$ cat src/rtl/wdog_timer64.sv
module wdog_timer64 #(
  parameter int          PSW      = 4,
  parameter logic [15:0] KEY_ARM  = 16'hA5C6,
  parameter logic [15:0] KEY_SVC  = 16'hDA7E
) (
  input  logic        clk,
  input  logic        rst_n,
  input  logic        wr_en,
  input  logic [2:0]  addr,
  input  logic [31:0] wdata,
  output logic [31:0] rdata,
  output logic        wdt_rst
);
  localparam logic [2:0] A_GCTL = 3'd0, A_TCTL = 3'd1, A_CLO = 3'd2, A_CHI = 3'd3,
                         A_PLO  = 3'd4, A_PHI  = 3'd5, A_WCTL = 3'd6;
  localparam logic [1:0] MODE_WD = 2'd2, RUN_CONT = 2'd2;
  localparam int         EN_BIT = 14, FLAG_BIT = 15;

  logic [1:0]     rel;
  logic [1:0]     tmode;
  logic [PSW-1:0] div;
  logic [1:0]     run_mode;
  logic [63:0]    cnt, per;
  logic [PSW-1:0] pre;
  logic           wd_en, flag, armed, rst_q;

  logic wr_g, wr_t, wr_cl, wr_ch, wr_pl, wr_ph, wr_w, cnt_wr;
  logic running, tick, hit, key_arm, svc, timeout;

  assign wr_g   = wr_en && addr == A_GCTL;
  assign wr_t   = wr_en && addr == A_TCTL;
  assign wr_cl  = wr_en && addr == A_CLO;
  assign wr_ch  = wr_en && addr == A_CHI;
  assign wr_pl  = wr_en && addr == A_PLO;
  assign wr_ph  = wr_en && addr == A_PHI;
  assign wr_w   = wr_en && addr == A_WCTL;
  assign cnt_wr = wr_cl || wr_ch;

  assign running = (&rel) && run_mode == RUN_CONT;
  assign tick    = running && pre == div;
  assign hit     = tick && cnt == per;
  assign key_arm = wr_w && wdata[EN_BIT] && wdata[31:16] == KEY_ARM;
  assign svc     = wr_w && armed && wdata[EN_BIT] && wdata[31:16] == KEY_SVC;
  assign timeout = hit && wd_en && tmode == MODE_WD && !cnt_wr && !svc;
  assign wdt_rst = rst_q;

  always_ff @(posedge clk) begin
    if (!rst_n) begin
      rel <= '0; tmode <= '0; div <= '0; run_mode <= '0; per <= '0;
    end else begin
      if (wr_g) begin
        rel   <= wdata[1:0];
        tmode <= wdata[3:2];
        div   <= wdata[8 +: PSW];
      end
      if (wr_t)  run_mode    <= wdata[23:22];
      if (wr_pl) per[31:0]   <= wdata;
      if (wr_ph) per[63:32]  <= wdata;
    end
  end

  always_ff @(posedge clk) begin
    if (!rst_n)               pre <= '0;
    else if (!running || tick) pre <= '0;
    else                      pre <= pre + 1'b1;
  end

  always_ff @(posedge clk) begin
    if (!rst_n) cnt <= '0;
    else if (cnt_wr) begin
      if (wr_cl) cnt[31:0]  <= wdata;
      if (wr_ch) cnt[63:32] <= wdata;
    end
    else if (svc)  cnt <= '0;
    else if (tick) cnt <= hit ? 64'd0 : cnt + 64'd1;
  end

  always_ff @(posedge clk) begin
    if (!rst_n) begin
      wd_en <= 1'b0; flag <= 1'b0; armed <= 1'b0; rst_q <= 1'b0;
    end else begin
      rst_q <= timeout;
      if (key_arm) wd_en <= 1'b1;
      if (wr_w)    armed <= key_arm;
      if (timeout)                     flag <= 1'b1;
      else if (wr_w && wdata[FLAG_BIT]) flag <= 1'b0;
    end
  end

  always_comb begin
    rdata = '0;
    case (addr)
      A_GCTL: begin
        rdata[1:0]     = rel;
        rdata[3:2]     = tmode;
        rdata[8 +: PSW] = div;
      end
      A_TCTL: rdata[23:22] = run_mode;
      A_CLO:  rdata = cnt[31:0];
      A_CHI:  rdata = cnt[63:32];
      A_PLO:  rdata = per[31:0];
      A_PHI:  rdata = per[63:32];
      A_WCTL: begin
        rdata[EN_BIT]   = wd_en;
        rdata[FLAG_BIT] = flag;
      end
      default: rdata = '0;
    endcase
  end

  assert_pulse_single_R5: assert property (@(posedge clk) disable iff (!rst_n)
    wdt_rst |=> !wdt_rst);
  assert_pulse_flag_R5: assert property (@(posedge clk) disable iff (!rst_n)
    wdt_rst |-> flag && wd_en);
  assert_pulse_mode_R10: assert property (@(posedge clk) disable iff (!rst_n)
    wdt_rst |-> $past(tmode) == MODE_WD);
  assert_enable_sticky_R6: assert property (@(posedge clk) disable iff (!rst_n)
    wd_en |=> wd_en);
  assert_service_clear_R7: assert property (@(posedge clk) disable iff (!rst_n)
    (svc && !cnt_wr) |=> cnt == 64'd0);
  assert_step_one_R3: assert property (@(posedge clk) disable iff (!rst_n)
    (tick && !hit && !cnt_wr && !svc) |=> cnt == $past(cnt) + 64'd1);
endmodule

$ cat config.mk
export PLATFORM = sky130hd
export DESIGN_NAME = wdog_timer64
export DESIGN_NICKNAME = d
export VERILOG_FILES = /design/src/rtl/wdog_timer64.sv
export SDC_FILE = /design/constraint.sdc
export NUM_CORES = 1
export LEC_CHECK = 0
export CORE_ASPECT_RATIO = 1.75
export CORE_UTILIZATION = 45
export DETAILED_ROUTE_END_ITERATION = 7
export MAX_ROUTING_LAYER = met4
export PLACE_DENSITY = 0.79
export SLEW_MARGIN = 15
export SYNTH_ARGS = -nofsm -noshare
export SYNTH_HDL_FRONTEND = slang
export SYNTH_SLANG_ARGS = --single-unit
export TNS_END_PERCENT = 20
$ cat constraint.sdc
create_clock -name clk -period 2.59 [get_ports clk]
set_input_delay 0.3885 -clock clk [delete_from_list [all_inputs] [get_ports clk]]
set_output_delay 0.3885 -clock clk [all_outputs]
set_load 0.005 [all_outputs]
== Word level (Yosys, flattened, before mapping) ==
Index checks and enable logic that the tools add are counted.

* Flip-flop bits (word level): 146

* Add/sub/neg operators: 2
* Equality and inequality tests: 14
* Multiplexer cells: 16
* Bitwise logic cells: 1
* Reductions and logical operators: 32

{| class="wikitable"
|+ Operators with widths
! operator !! count
|-
| 64-bit two-way mux || 4
|-
| 64-bit by 1-bit adder with 64-bit output (second input constant) || 1
|-
| 64-bit equality test || 1
|-
| 32-bit two-way mux || 2
|-
| 4-bit one-hot mux with 5 select lines || 2
|-
| 16-bit equality test (second input constant) || 2
|-
| 8-bit one-hot mux with 4 select lines || 1
|-
| 6-bit one-hot mux with 4 select lines || 1
|-
| 1-bit logical AND || 20
|-
| 2-bit one-hot mux with 5 select lines || 2
|-
| 4-bit one-hot mux with 4 select lines || 1
|-
| 3-bit equality test (second input constant) || 3
|-
| 2-bit one-hot mux with 4 select lines || 1
|-
| 3-bit by 2-bit equality test with 1-bit output (second input constant) || 2
|-
| 2-bit AND reduction || 3
|-
| 4-bit by 1-bit adder with 4-bit output (second input constant) || 1
|-
| 2-bit equality test (second input constant) || 2
|-
| 4-bit equality test || 1
|-
| 2-bit inequality test (second input constant) || 2
|-
| 3-bit by 1-bit equality test with 1-bit output (second input constant) || 1
|-
| 1-bit zero test || 3
|-
| 3-bit zero test || 1
|-
| 3-bit nonzero test || 1
|-
| 1-bit logical OR || 2
|-
| other kinds (4) || 5
|}

== Depth between registers and ports, before layout ==
* Depth in word-level cells: 9
* Mapped depth: 10

== Worst setup path after synthesis ==
Ideal clock, no wire load.

* Path type: flip-flop to flip-flop
* From: register cnt[0]
* To: register cnt[30]
* Library setup time: 70 ps
* Data arrival time: 2679 ps
* Data required time: 2520 ps
* Slack: -160 ps
* Stages on the path, launching flop included: 10
* Period minus slack after synthesis: 2750 ps
* Cells stage by stage: dfxtp_1 > ha_1 > nand2_1 > or4_1 > buf_2 > or4_4 > or3_1 > a2111oi_2 > a31oi_1 > a21oi_1

* Word-level cells in the longest chain between the ends: 6
* Elaborated cells between the ends (all ways): 7
* Those cells by class: 1 x add/sub; 1 x eq/ne; 4 x mux; 1 x reduce/logical

{| class="wikitable"
|+ RTL lines
! what !! RTL line !! source
|-
| from (decl) || 23 || <nowiki>logic [63:0] cnt, per;</nowiki>
|-
| from (signal assigned) || 71 || <nowiki>if (wr_cl) cnt[31:0] <= wdata;</nowiki>
|-
| from (signal assigned) || 75 || <nowiki>else if (tick) cnt <= hit ? 64'd0 : cnt + 64'd1;</nowiki>
|-
| parallel branches: the longest is 2 deep, another holds 64-bit by 1-bit adder with 64-bit output || -- ||
|-
| 64-bit two-way mux * (2 in series) || 75 ||
|-
| 64-bit two-way mux * || 74 || <nowiki>else if (svc) cnt <= '0;</nowiki>
|-
| 64-bit two-way mux * || 70 || <nowiki>else if (cnt_wr) begin</nowiki>
|}

Every way passes the cells marked *. The select of a mux whose other input is x is not followed.
A chain may end at the register's enable or synchronous reset.

== Worst setup path in the final report ==
* From: register cnt[4]
* To: register cnt[63]

The elaborated chain is that of the path after synthesis.

==> flow_summary.ini <==
[synthesis]
ys_seq_elements = 146
syn_inst = 1265
synth_area_per_cell_sq_um = 7.34
synth_area_sq_um = 9290
synth_seq_area_share_pct = 31.5
postSynth.asyncResetShare_pct = 0
synth_top_area_share_pct = 31.5
yosys-top-cells-area = dfxtp_1 (31%), nand2_1 (9.1%), a21oi_1 (7.4%)
synth_cell_type_count = 57
synth_top_area_cell = dfxtp_1
yosys-top-cells-count = nand2_1 (224), dfxtp_1 (146), a21oi_1 (137)
synth.most_common_cell = nand2_1
syn_nets = 1305
synth_top_flop_cell = dfxtp_1
synth_edf_count = 0
ys_warn_count = 0

[outcome]
status = complete, no violations

[worst_hold_path]
whs_endpoint = armed
min_path_type = reg2reg
min-delay-start = armed
hold_depth = 2

[route]
wl_microns = 50400
drt-wirelength-per-cell_microns = 28.5
via_per_inst = 6.72
drc = 0
first_pass_iters = 6
drtIter0Drc = 1408
vias = 11900
ant_nets = 0

[power]
clock_power_share_pct = 38.2
p_int_mw = 4.48
swShare_pct = 31.2
comb_power_share_pct = 23.7
ir_drop_mv = 0.425
switchingPower_mw = 2.03
seq_power_share_pct = 38.2
power.leakage_nw = 5.29
powerDensity_nw_per_um2 = 497

[timing]
maxSlewHeadroom_pct = 55.6
hold_viol_final = 0
fin_worst_skew_ns = 0.00894
min_period_ns = 2.57
fin_ws_ns = 0.0162
fmax_mhz = 389
rsz0062_at_grt = yes
period_share_pct = 99.4
setup_viol = 0
tightest_slew_ns = 0.667
setup-tns-final_ns = 0
drv_slew = 0

[place]
hpwl_microns = 37300
post-place-ws_ns = -0.656
gp_congestion = 1.04
post_dp_cell_area_sq_um = 12100
portBuffers = 70

[worst_setup_path]
max_stage_delay_ns = 0.61
critPathLaunchType = flip-flop
reg2reg_from = cnt[4]
critical_path_required_ns = 2.88
crit_type = reg2reg
r2r_cells = 8
crit_path_end_kind = flip-flop
rr_endpoint = cnt[63]
cp_cell_sequence = nand4_4 -> or4_4 -> buf_4 -> nor4b_4 -> nand4_1 -> and3_1 -> o21ai_0 -> a21oi_1
rrSetupSlack_ns = 0.02
cp.arrival_ns = 2.87
crit_buf_inv = 1
path_max_fanout = 4
cp_top_family = simple AND/OR/NAND/NOR gates
slowest_stage = or4_4

[global_routing]
grt_max_degree = 133
grt_pass1_wl_microns = 73900
grt_usage_pct = 49.2
grt_pass1_vias = 11700
antenna_found_initial = 0
grt_overflow = 0

[cts]
cts_made_buffers = 17
clock_latency_ns = 0.44
ctsRootBufferMaster = clkbuf_16
path_clk_slew_ns = 0.06
cts_tree = built
clockBufferDepth = 2
h-tree-depth = 4
cts.sinks = 146
hold_buffers = 0

[die]
die_area_sq_um = 21200
start_util_pct = 45.8
io_pins = 71
die_x_microns = 111
rows = 69
fp.dieH_microns = 192
core_sq_um = 20300

[cells_and_area]
n_fill_cell = 1780
syn2layout_area_growth_pct = 41.1
diodes = 0
fin_nets = 1550
drive_above_1_share_pct = 24.6
multiInputGateArea_sq_um = 6160
regArea_sq_um = 2940
fin_area_sq_um = 13100

[job]
drv_cap = 0
## per-stage QoR
stage / utilization (%) / instances / power, mW / hold slack, ns
2_1_floorplan: - / 1265 / 3.13 / 0.436
3_3_place_gp: 59.5 / 1724 / 3.95 / 0.447
3_5_place_dp: 59.5 / 1724 / 3.95 / 0.457
4_1_cts: 63.8 / 1769 / 6.42 / 0.466
5_1_grt: 64.6 / 1770 / 6.65 / 0.484
6_report: 64.6 / 1770 / 6.51 / 0.467
## state kept, by name (all words and copies together) (netlist names), 2 cells and up
register	flops
div	4
per	64
tmode	2
rel	2
pre	4
cnt	64
run_mode	2
## tightest hold or removal path: stages (launching register included)
cell and delay [ns]:
dfxtp_1 0.31, nand2_1 0.06, a21oi_1 0.06
## how the worst max path moves through the flow
stage                         start       to  cells after the start
final                        cnt[4]  cnt[63]                      8
after global routing        cnt[13]  cnt[30]                      8
after CTS                   per[40]  cnt[31]                      9
after detailed placement  wdata[19]   cnt[9]                      9
after global placement    wdata[19]   cnt[9]                      9
after floorplan             cnt[31]   cnt[2]                      9
## metal layers
metal  vias to the layer above  track usage [%]  share of wire, %  wire length (microns)
li1                       5127                -                 -                      -
met1                      5621             48.9                32                  16300
met4                         0             48.7                13                   6360
met5                         -                -                 0                      0
met2                       791             79.7                47                  23800
met3                       353             9.56               7.8                   3940
## cells in the final DEF (no fill, tap or decap), drive strengths merged, types with 5 or more instances in the layout
cell type,instances
inv,8
and3,51
mux2,6
nand3,38
and4,8
o21ai,51
nor4,59
o22ai,27
nand2b,7
nor2b,5
nor3b,5
nor2,37
and2,10
or2,6
nor3,28
nand4,36
a31oi,17
dfxtp,146
nor4b,6
or3,9
buf,275
clkinv,7
nand2,224
xor2,46
clkdlybuf4s50,60
nand4b,6
a22oi,68
a21oi,137
mux2i,42
xnor2,25
dlygate4sd2,6
clkbuf,21
or4,11
## cells by family (layout without fill, tap and decap cells)
| logic type | Yosys count | after routing | share of synthesized area [%] |
|---|---|---|---|
| AOI/OAI and AO/OA | 317 | 317 | 20.2 |
| xor gates and xnor gates | 71 | 71 | 6.70 |
| adders and majority gates | 2 | 2 | 0.269 |
| buffers and inverters | 126 | 383 | 5.19 |
| DFF | 146 | 146 | 31.5 |
| muxes | 48 | 48 | 5.26 |
| and+or+nand+nor | 555 | 555 | 30.9 |
## power groups by stage
stage               clock network, mW  registers (mW)  logic, mW
detailed placement                  0            2.52       1.43
CTS                              2.48            2.47       1.47
global route                     2.57            2.49       1.59
global placement                    0            2.52       1.43
finish                           2.48            2.49       1.54
floorplan                           0            2.48      0.652
## cell type report
| type | count | share of cell area [%] |
|---|---|---|
| clock buffer | 21 | 3.51 |
| clock inverter | 10 | 0.840 |
| inverter | 8 | 0.248 |
| multi-input combinational | 993 | 47.0 |
| sequential | 146 | 22.5 |
| tap | 248 | 2.37 |
| timing repair buffer | 344 | 23.6 |
## timing repair
action	in CTS	in global routing
gates cloned	4	0
setup endpoints to repair	92	63
pin swaps	9	6
resized for setup	46	38
setup buffers	11	1
Note: power is estimated with default switching activity, not from simulation.
